**src/rtl/bmc_pkg.sv**
```systemverilog
package bmc_pkg;
  localparam int UNITS_PER_LONG = 4;

  typedef enum logic [2:0] {
    M_36_36 = 3'd0,
    M_36_18 = 3'd1,
    M_36_9  = 3'd2,
    M_18_36 = 3'd3,
    M_9_36  = 3'd4
  } bmc_mode_e;

  function automatic bmc_mode_e mode_decode(input logic bm, input logic iw, input logic ow);
    if (!bm) return M_36_36;
    case ({iw, ow})
      2'b00:   return M_36_18;
      2'b01:   return M_36_9;
      2'b10:   return M_18_36;
      default: return M_9_36;
    endcase
  endfunction

  // log2 of the number of byte units per write transfer
  function automatic logic [1:0] wr_lg(input bmc_mode_e m);
    case (m)
      M_18_36: return 2'd1;
      M_9_36:  return 2'd0;
      default: return 2'd2;
    endcase
  endfunction

  // log2 of the number of byte units per read transfer
  function automatic logic [1:0] rd_lg(input bmc_mode_e m);
    case (m)
      M_36_18: return 2'd1;
      M_36_9:  return 2'd0;
      default: return 2'd2;
    endcase
  endfunction
endpackage

```
**src/rtl/bmc_rst_sync.sv**
```systemverilog
module bmc_rst_sync (
  input  logic clk,
  input  logic rst_n,
  output logic rst_q
);
  logic [1:0] stage_q;

  always_ff @(posedge clk or negedge rst_n) begin
    if (!rst_n) stage_q <= 2'b00;
    else        stage_q <= {stage_q[0], 1'b1};
  end

  assign rst_q = stage_q[1];
endmodule

```
**src/rtl/bmc_wr_pack.sv**
```systemverilog
module bmc_wr_pack #(
  parameter  int UNIT_W = 9,
  localparam int LW     = 4 * UNIT_W,
  localparam int HW     = 3 * UNIT_W
) (
  input  logic          clk,
  input  logic          rst_n,
  input  logic [1:0]    lg,
  input  logic          wr_go,
  input  logic [LW-1:0] wr_data,
  output logic          last_slot,
  output logic          push,
  output logic [LW-1:0] push_word,
  output logic [1:0]    sub
);
  logic [HW-1:0] hold_q, hold_d;
  logic [1:0]    sub_q, sub_d;
  logic [1:0]    last_idx;
  logic [1:0]    off;

  assign last_idx  = 2'((3'd4 >> lg) - 3'd1);
  assign last_slot = (sub_q == last_idx);
  assign off       = 2'(sub_q << lg);
  assign push      = wr_go && last_slot;
  assign sub       = sub_q;

  always_comb begin
    hold_d = hold_q;
    if (wr_go && !last_slot) begin
      for (int b = 0; b < 3; b++) begin
        if (b >= int'(off) && b < int'(off) + (1 << lg))
          hold_d[b*UNIT_W +: UNIT_W] = wr_data[(b - int'(off))*UNIT_W +: UNIT_W];
      end
    end
  end

  always_comb begin
    case (lg)
      2'd2:    push_word = wr_data;
      2'd1:    push_word = {wr_data[2*UNIT_W-1:0], hold_q[2*UNIT_W-1:0]};
      default: push_word = {wr_data[UNIT_W-1:0], hold_q};
    endcase
  end

  always_comb begin
    sub_d = sub_q;
    if (wr_go) sub_d = last_slot ? 2'd0 : sub_q + 2'd1;
  end

  always_ff @(posedge clk or negedge rst_n) begin
    if (!rst_n) begin
      hold_q <= '0;
      sub_q  <= '0;
    end else begin
      hold_q <= hold_d;
      sub_q  <= sub_d;
    end
  end
endmodule

```
**src/rtl/bmc_word_store.sv**
```systemverilog
module bmc_word_store #(
  parameter  int LW    = 36,
  parameter  int DEPTH = 8,
  localparam int AW    = (DEPTH > 1) ? $clog2(DEPTH) : 1,
  localparam int CW    = $clog2(DEPTH + 1)
) (
  input  logic          clk,
  input  logic          rst_n,
  input  logic          push,
  input  logic [LW-1:0] push_word,
  input  logic          pop,
  output logic [LW-1:0] head_word,
  output logic [CW-1:0] count
);
  logic [LW-1:0] mem_q [DEPTH];
  logic [AW-1:0] wp_q, wp_d, rp_q, rp_d;
  logic [CW-1:0] cnt_q, cnt_d;

  function automatic logic [AW-1:0] bump(input logic [AW-1:0] p);
    return (int'(p) == DEPTH - 1) ? '0 : p + 1'b1;
  endfunction

  always_comb begin
    wp_d  = push ? bump(wp_q) : wp_q;
    rp_d  = pop  ? bump(rp_q) : rp_q;
    cnt_d = cnt_q;
    if (push && !pop) cnt_d = cnt_q + 1'b1;
    if (pop && !push) cnt_d = cnt_q - 1'b1;
  end

  always_ff @(posedge clk or negedge rst_n) begin
    if (!rst_n) begin
      wp_q  <= '0;
      rp_q  <= '0;
      cnt_q <= '0;
    end else begin
      wp_q  <= wp_d;
      rp_q  <= rp_d;
      cnt_q <= cnt_d;
    end
  end

  always_ff @(posedge clk) begin
    if (push) mem_q[wp_q] <= push_word;
  end

  assign head_word = mem_q[rp_q];
  assign count     = cnt_q;
endmodule

```
**src/rtl/bmc_rd_unpack.sv**
```systemverilog
module bmc_rd_unpack #(
  parameter  int UNIT_W = 9,
  localparam int LW     = 4 * UNIT_W
) (
  input  logic          clk,
  input  logic          rst_n,
  input  logic [1:0]    lg,
  input  logic [LW-1:0] head_word,
  input  logic          avail,
  input  logic          rd_en,
  output logic [LW-1:0] rd_data,
  output logic          pop,
  output logic [1:0]    sub
);
  logic [1:0] sub_q, sub_d;
  logic [1:0] last_idx;
  logic       rd_go;

  assign last_idx = 2'((3'd4 >> lg) - 3'd1);
  assign rd_go    = rd_en && avail;
  assign pop      = rd_go && (sub_q == last_idx);
  assign sub      = sub_q;

  always_comb begin
    rd_data = '0;
    case (lg)
      2'd2: rd_data = head_word;
      2'd1: rd_data[2*UNIT_W-1:0] = head_word[sub_q[0]*2*UNIT_W +: 2*UNIT_W];
      default: rd_data[UNIT_W-1:0] = head_word[sub_q*UNIT_W +: UNIT_W];
    endcase
  end

  always_comb begin
    sub_d = sub_q;
    if (rd_go) sub_d = (sub_q == last_idx) ? 2'd0 : sub_q + 2'd1;
  end

  always_ff @(posedge clk or negedge rst_n) begin
    if (!rst_n) sub_q <= '0;
    else        sub_q <= sub_d;
  end
endmodule

```
**src/rtl/bmc_width_converter.sv**
```systemverilog
module bmc_width_converter #(
  parameter  int UNIT_W = 9,
  parameter  int DEPTH  = 8,
  localparam int LW     = bmc_pkg::UNITS_PER_LONG * UNIT_W,
  localparam int CW     = $clog2(DEPTH + 1)
) (
  input  logic          clk,
  input  logic          rst_n,
  input  logic          cfg_bm,
  input  logic          cfg_iw,
  input  logic          cfg_ow,
  input  logic          wr_en,
  input  logic [LW-1:0] wr_data,
  output logic          wr_full_n,
  input  logic          rd_en,
  output logic [LW-1:0] rd_data,
  output logic          rd_valid_n
);
  import bmc_pkg::*;

  logic          rst_q;
  bmc_mode_e     mode_q;
  logic [1:0]    wlg, rlg;
  logic          wr_go, wr_last, push, pop, full;
  logic [LW-1:0] push_word, head_word;
  logic [CW-1:0] word_cnt;
  logic [1:0]    wr_sub, rd_sub;

  bmc_rst_sync u_rst (.clk(clk), .rst_n(rst_n), .rst_q(rst_q));

  // widths follow the setup pins only while reset is active
  always_ff @(posedge clk) begin
    if (!rst_q) mode_q <= mode_decode(cfg_bm, cfg_iw, cfg_ow);
  end

  assign wlg   = wr_lg(mode_q);
  assign rlg   = rd_lg(mode_q);
  assign full  = (int'(word_cnt) == DEPTH) && wr_last;
  assign wr_go = wr_en && !full;

  bmc_wr_pack #(.UNIT_W(UNIT_W)) u_pack (
    .clk(clk), .rst_n(rst_q), .lg(wlg), .wr_go(wr_go), .wr_data(wr_data),
    .last_slot(wr_last), .push(push), .push_word(push_word), .sub(wr_sub)
  );

  bmc_word_store #(.LW(LW), .DEPTH(DEPTH)) u_store (
    .clk(clk), .rst_n(rst_q), .push(push), .push_word(push_word),
    .pop(pop), .head_word(head_word), .count(word_cnt)
  );

  bmc_rd_unpack #(.UNIT_W(UNIT_W)) u_unpack (
    .clk(clk), .rst_n(rst_q), .lg(rlg), .head_word(head_word),
    .avail(word_cnt != '0), .rd_en(rd_en), .rd_data(rd_data),
    .pop(pop), .sub(rd_sub)
  );

  assign wr_full_n  = !full;
  assign rd_valid_n = (word_cnt == '0);
endmodule

```
**config.mk**
```make
export PLATFORM = sky130hd
export DESIGN_NAME = bmc_width_converter
export DESIGN_NICKNAME = d
export VERILOG_FILES = /design/src/rtl/bmc_pkg.sv /design/src/rtl/bmc_rst_sync.sv /design/src/rtl/bmc_wr_pack.sv /design/src/rtl/bmc_word_store.sv /design/src/rtl/bmc_rd_unpack.sv /design/src/rtl/bmc_width_converter.sv
export SDC_FILE = /design/constraint.sdc
export NUM_CORES = 1
export LEC_CHECK = 0
export ABC_AREA = 1
export BUFFER_PORTS_ARGS = -buffer_cell sky130_fd_sc_hd__buf_2
export CAP_MARGIN = 20
export CORE_ASPECT_RATIO = 1.25
export CORE_UTILIZATION = 35
export DETAILED_ROUTE_END_ITERATION = 12
export MAX_ROUTING_LAYER = met4
export SETUP_SLACK_MARGIN = 0.2
export SLEW_MARGIN = 10
export SYNTH_ARGS = -nofsm -noshare
export SYNTH_HDL_FRONTEND = slang
export SYNTH_HIERARCHICAL = 1
export SYNTH_SLANG_ARGS = --single-unit
```
**constraint.sdc**
```tcl
create_clock -name clk -period 3.5 [get_ports clk]
set_input_delay 0.525 -clock clk [delete_from_list [all_inputs] [get_ports clk]]
set_output_delay 0.525 -clock clk [all_outputs]
set_load 0.02 [all_outputs]
```
; Yosys cells after proc, flatten, opt, wreduce, memory -nomap -nowiden
; Memory sizes are Yosys's and may differ from the RTL's.
; Index checks and enable logic that the tools add are counted.
[classes]
n_shift = 9
muxes = 19
add_sub_neg = 12
n_mul = 5
n_reduce_logical = 22
n_eq_ne = 15
order_cmp = 6
[ops]
columns = op, n
row1 = 36-bit by 32-bit variable part select with 9-bit output, 3
row2 = "32-bit by 5-bit multiplier with 32-bit output, second input constant", 3
row3 = 36-bit one-hot mux with 2 select lines, 1
row4 = 9-bit one-hot mux with 2 select lines, 2
row5 = 36-bit by 7-bit variable part select with 9-bit output, 1
row6 = 36-bit by 8-bit variable part select with 18-bit output, 1
row7 = 3-bit by 32-bit adder with 32-bit output, 1
row8 = "1-bit by 32-bit < comparator with 1-bit output, first input constant", 1
row9 = "2-bit by 32-bit < comparator with 1-bit output, first input constant", 1
row10 = "3-bit by 32-bit < comparator with 1-bit output, first input constant", 1
row11 = "1-bit by 2-bit << shifter with 32-bit output, first input constant", 1
row12 = 18-bit two-way mux, 1
row13 = 3-bit two-way mux, 4
row14 = 1-bit logical AND, 11
row15 = "3-bit by 1-bit equality test with 1-bit output, second input constant", 3
row16 = 3-bit one-hot mux with 3 select lines, 1
row17 = 4-bit two-way mux, 2
row18 = 2-bit one-hot mux with 2 select lines, 2
row19 = "3-bit by 1-bit adder with 3-bit output, second input constant", 2
row20 = "2-bit by 1-bit equality test with 1-bit output, second input constant", 3
row21 = "2-bit equality test, second input constant", 3
row22 = "3-bit by 2-bit equality test with 1-bit output, second input constant", 2
row23 = "2-bit by 4-bit multiplier with 6-bit output, second input constant", 1
row24 = 2-bit AND reduction, 3
row25 = other kinds (21), 34
[totals]
reg_bits = 46
out_inout_bits = 38
inputBits = 43
memories = 1
ramBits = 288
elab_cells = 99
[memory_table]
columns = memory, depth, word_bits, rd, rd_ports_with_merged_regs, write_ports, line
row1 = u_store.mem_q, 8, 36, 1, 0, 1, bmc_word_store.sv:15  ; logic [LW-1:0] mem_q [DEPTH];

; Depth between registers and ports, before layout
[logic_depth]
depth_word = 12
mapped_depth = 26
ltp_nobuf = 25

; Cells and area by module
; The synthesis kept the hierarchy.
[by_module_without_submodules]
columns = module, seq_area_each_um2, cells_each, area_per_inst_um2, instances
row1 = bmc_word_store, 8898.5, 888, 11706.2, 1
row2 = bmc_wr_pack, 725.7, 800, 4461.8, 1
row3 = bmc_rd_unpack, 50.0, 277, 1196.1, 1
row4 = bmc_width_converter, 90.1, 33, 244.0, 1
row5 = bmc_rst_sync, 50.0, 3, 53.8, 1

; Least setup slack after synthesis
; Ideal clock, no wire load.
[synth_path]
path_kind = flip-flop to flip-flop
startpoint = reg mode_q[1]
endpoint = mem u_store.mem_q[1][0] (enable)
setup_time_ns = 0.429
stages_incl_launch_ff = 19
slack_ns = -1.312
synth_period_minus_slack_ns = 4.812
t_arrival_ns = 4.383
path_buffers = 1
required_time_ns = 3.071
cell_sequence = edfxtp_1 > nand2_1 > inv_1 > o21ai_0 > inv_1 > ha_1 > buf_2 > xor2_1 > nand2_2 > inv_1 > nand2_1 > inv_1 > nand3_1 > nand2_1 > inv_1 > inv_1 > nor2_1 > nand2_1 > nor2_1
[synth_via]
elab_chain_cells = 11
word_cells_on_any_way = 12
cone_classes = add/sub (1) / eq/ne (3) / shift (1) / mux (3) / reduce/logical (4)
[synth_lines]
columns = item, line
row1 = from (decl), bmc_width_converter.sv:22  ; bmc_mode_e mode_q;
row2 = from (signal assigned), bmc_width_converter.sv:33  ; if (!rst_q) mode_q <= mode_decode(cfg_bm, cfg_iw, cfg_ow);
row3 = 3-bit equality test or 3-bit by 2-bit equality test with 1-bit output (tied branches), bmc_pkg.sv:24  ; case (m)
row4 = 2-bit one-hot mux with 2 select lines (*), bmc_pkg.sv:24
row5 = named net wlg[1], bmc_width_converter.sv:23  ; logic [1:0] wlg, rlg;
row6 = 3-bit by 2-bit right shift with 2-bit output (*), bmc_wr_pack.sv:21  ; assign last_idx = 2'((3'd4 >> lg) - 3'd1);
row7 = 2-bit by 1-bit subtractor with 2-bit output (*), bmc_wr_pack.sv:21
row8 = 2-bit equality test (*), bmc_wr_pack.sv:22  ; assign last_slot = (sub_q == last_idx);
row9 = named net wr_last, bmc_width_converter.sv:24  ; logic wr_go, wr_last, push, pop, full;
row10 = 1-bit logical AND (*), bmc_width_converter.sv:38  ; assign full = (int'(word_cnt) == DEPTH) && wr_last;
row11 = 1-bit logical NOT (*), n/a
row12 = named net wr_full_n, bmc_width_converter.sv:14  ; output logic wr_full_n,
row13 = 1-bit logical AND (*), bmc_width_converter.sv:39  ; assign wr_go = wr_en && !full;
row14 = named net wr_go, bmc_width_converter.sv:24
row15 = 1-bit logical AND (*), bmc_wr_pack.sv:24  ; assign push = wr_go && last_slot;
row16 = named net push, bmc_width_converter.sv:24
row17 = 1-bit two-way mux (*), bmc_word_store.sv:44  ; if (push) mem_q[wp_q] <= push_word;
row18 = 1-bit two-way mux (not written as such) (*), bmc_word_store.sv:44
row19 = to (decl), bmc_word_store.sv:15
; The timed path passes the listed nets; every way through them passes the cells marked *.

; Final worst setup path
[layout_path]
startpoint = reg mode_q[1]
endpoint = out rd_data[5]
[layout_via]
elab_chain_cells = 4
word_cells_on_any_way = 6
cone_classes = eq/ne (4) / mux (2)
[layout_lines]
columns = item, line
row1 = 3-bit by 2-bit equality test with 1-bit output or 3-bit by 1-bit equality test with 1-bit output (tied branches), bmc_pkg.sv:33  ; case (m)
row2 = 2-bit one-hot mux with 2 select lines (*), bmc_pkg.sv:33
row3 = named net rlg[0], bmc_width_converter.sv:23
row4 = 2-bit by 1-bit equality test with 1-bit output or 2-bit equality test (tied branches), bmc_rd_unpack.sv:26  ; case (lg)
row5 = 9-bit one-hot mux with 2 select lines (*), bmc_rd_unpack.sv:26
row6 = to (decl), bmc_width_converter.sv:16  ; output logic [LW-1:0] rd_data,
; Marks and branches as above.

==> metrics.txt <==
commonest cells in the netlist nand2_1 (640), edfxtp_1 (291), o21ai_0 (214); VDD IR max 0.000423 V; RR Endpoint u_store/count[2]$_DFFE_PN0P_; buffer and inverter count on the worst path 7; critical-path cell list buf_4, nor3_1, buf_4, inv_1, ha_1, inv_2, buf_4, nor2_4, nand2_1, nand2_1, inv_1, nand2_1, buf_2; mean number of vias per cell about 5.4; GR Util met3 under 10%; Die W about 200 microns; RSZ-0062 raised after global routing yes; initial antenna violation count 0; CP endpoint kind output port; gr busiest metal met2; count of final max-slew check failures 0; ys async rst share 12.9%; worst slew pin tran approximately 1100 ps; Multi-input gate area 6800 sq um; CP max stage delay 430 ps; Clock Tree Buf Depth 3; vias in the first global route 14200; reg2reg start mode_q[1]$_SDFFCE_PN0N_; Reg2Reg Depth 23; total global-route track usage 23.0%; cell with the most instances after synthesis nand2_1; post-DP HPWL ~39000 microns; main area contributors after synthesis edfxtp_1 (49%), nand2_1 (14%), dfrtp_1 (6.1%); nets ~2200; critical path startpoint category register; Ant. Diodes 0; Clock transition at path regs 60 ps; Clk Latency, worst-skew pair between 500 and 600 ps; Setup CP Type reg2out; num ports 81; Final Wtd Congestion around 1.1; IO buf count 80; max-cap viol count 0; f_max around 320 MHz; clock sinks 334; # DRC 0; Post-Syn Instances roughly 2000; largest area contributor in the netlist edfxtp_1; Min-Delay Path Class in2async; EDFF count, synth 291; Slew headroom 25.0%; critical path peak fanout 11; DR pass1 iterations 6; register area share after synthesis between 50% and 60%; starting density of the core between 30 and 40%; yosys warns 6; static leakage power approximately 0.0085 uW; Yosys reg bits 334; CTS tree built; Hold Violations, Final 0; Mapped Area 17700 sq um; ratio of final minimum period to clock period 90.6%; final setup skew about 16 ps; setup violators final 0; H-Tree Depth 2; status finished clean; root buf cell clkbuf_16; syn avg cell area 8.83 sq um; Via Count 15100; Inst Count DP between 2000 and 3000; Site Rows 91; Power per Cell Area between 800 and 900 nW/um^2; Total Wirelength 58900 microns; Worst Path Required 2970 ps; share of layout cells above drive strength 1 ~14%; gr ovfl total 0; die area 51400 sq um; Placeable Area ~50000 sq um; first-pass GRT wire length 86800 microns; Area growth, synth to finish 15.8%; top_reg_cell synth edfxtp_1; Final Non-Filler Cells approximately 2800; die height 253 microns; Routed Antenna Nets 0; min cycle time layout around 3200 ps; Storage cell area 9820 sq um; pin count of the biggest net entering global routing 91; CP arrival between 2000 and 3000 ps; CP max stage cell edfxtp_1; # fillers roughly 4900; synth unique cells 46; setup tns final 0 ps; CP delay by family, top buffers and inverters; worst reg2reg setup slack 410 ps; met1 usage between 20 and 30%; Net Count, Synth 2071; WL/cell 21.3 microns; CTS Buf Count 34; drt initial violations 1503; grt met2 use 38.1%; area share of the largest cell type after synthesis 49.5%
[stage by stage]
step	total power (uW)	setup slack (ps)	cell area, sq um	util, %	hold WS, ps
2_1_floorplan	10900	205	17800	-	229
3_3_place_gp	13400	214	18900	38.2	312
3_5_place_dp	13500	196	18900	38.2	314
4_1_cts	17200	215	20100	40.6	304
5_1_grt	18700	132	20400	41.3	321
6_report	17600	330	20400	41.3	317
[how the worst max path moves through the flow]
stage                                      from                            end  cells past startpoint
floorplan               mode_q[0]$_SDFFCE_PN0N_  u_store/mem_q[7][0]$_DFFE_PP_                     18
global placement        mode_q[0]$_SDFFCE_PN0N_   u_store/count[2]$_DFFE_PN0P_                     24
detailed placement      mode_q[0]$_SDFFCE_PN0N_   u_store/count[2]$_DFFE_PN0P_                     24
CTS                 u_store/rp_q[1]$_DFFE_PN0P_                     rd_data[8]                     13
global route            mode_q[1]$_SDFFCE_PN0N_   u_store/count[2]$_DFFE_PN0P_                     24
finish                  mode_q[1]$_SDFFCE_PN0N_                     rd_data[5]                     13
[logic make-up (layout without fill, tap and decap cells)]
logic type | after synthesis | in the layout | synth area share (%)
flip-flops | 334 | 334 | 55.6
other | 1 | 1 | 0.0212
AO/OA/AOI/OAI | 399 | 399 | 12.8
adder cells (fa/ha/maj) | 27 | 27 | 1.96
buffers and inverters | 241 | 359 | 6.95
XOR/XNOR | 6 | 6 | 0.298
AND/OR/NAND/NOR | 993 | 994 | 22.4
[power by group]
part           switching (uW)  internal, uW
registers                 301          5070
logic                    5980          2660
clock network            1540          2070
[area by class of cell]
class | instances | share of cell area, %
clock inverters | 18 | 0.857
repair inverters | 1 | 0.0551
well taps | 651 | 3.98
multi-input cells | 1427 | 33.3
inverters | 125 | 2.48
flip-flops and latches | 334 | 48.0
repair buffers | 171 | 6.74
clock buffers | 44 | 4.59
[sequential cells by signal, summed over array words and instances (netlist names)]
register       count
u_store/mem_q    288
u_pack/hold_q     27
u_store/count      4
mode_q             3
u_store/rp_q       3
u_store/wp_q       3
u_pack/sub         2
u_rst/stage_q      2
u_unpack/sub       2
[worst register-to-register path: cells and delay by family, from the launching register on]
family	cells	cell delay (ps)
compound gates	3	380
xor+xnor	2	320
fa+ha+maj	3	680
buf+inv	7	480
flops	1	430
simple gates	8	700
[what timing repair did]
action | in CTS | in global routing
pin swaps | 1 | 4
hold buffers | 1 | 0
endpoints found under the hold margin | 2 | 0
setup buffers | 0 | 11
setup endpoints to repair | 23 | 307
gates cloned | 1 | 6
resized for setup | 8 | 23
[layout by cell type (no fill, tap or decap), types with 17 or more instances in the layout]
cell       synthesis  final
o221ai_1          17     17
dfrtp_1           43     40
o21ai_0          214    209
nor2_1           198    188
buf_4              6     66
nand2_1          640    627
ha_1              26     25
o21ai_1           23     27
nand3_1          124    123
buf_2             55     80
inv_1            110    106
o22ai_1           72     72
edfxtp_1         291    291
a21oi_1           43     42
clkbuf_16          0     38
[routing by layer]
metal  vias to the layer above  part of all wire (%)
met3                       149                   6.4
met1                      7271                    40
met5                         -                     0
li1                       6994                     -
met4                         0                   5.0
met2                       670                    48
Note: power is estimated with default switching activity, not from simulation.
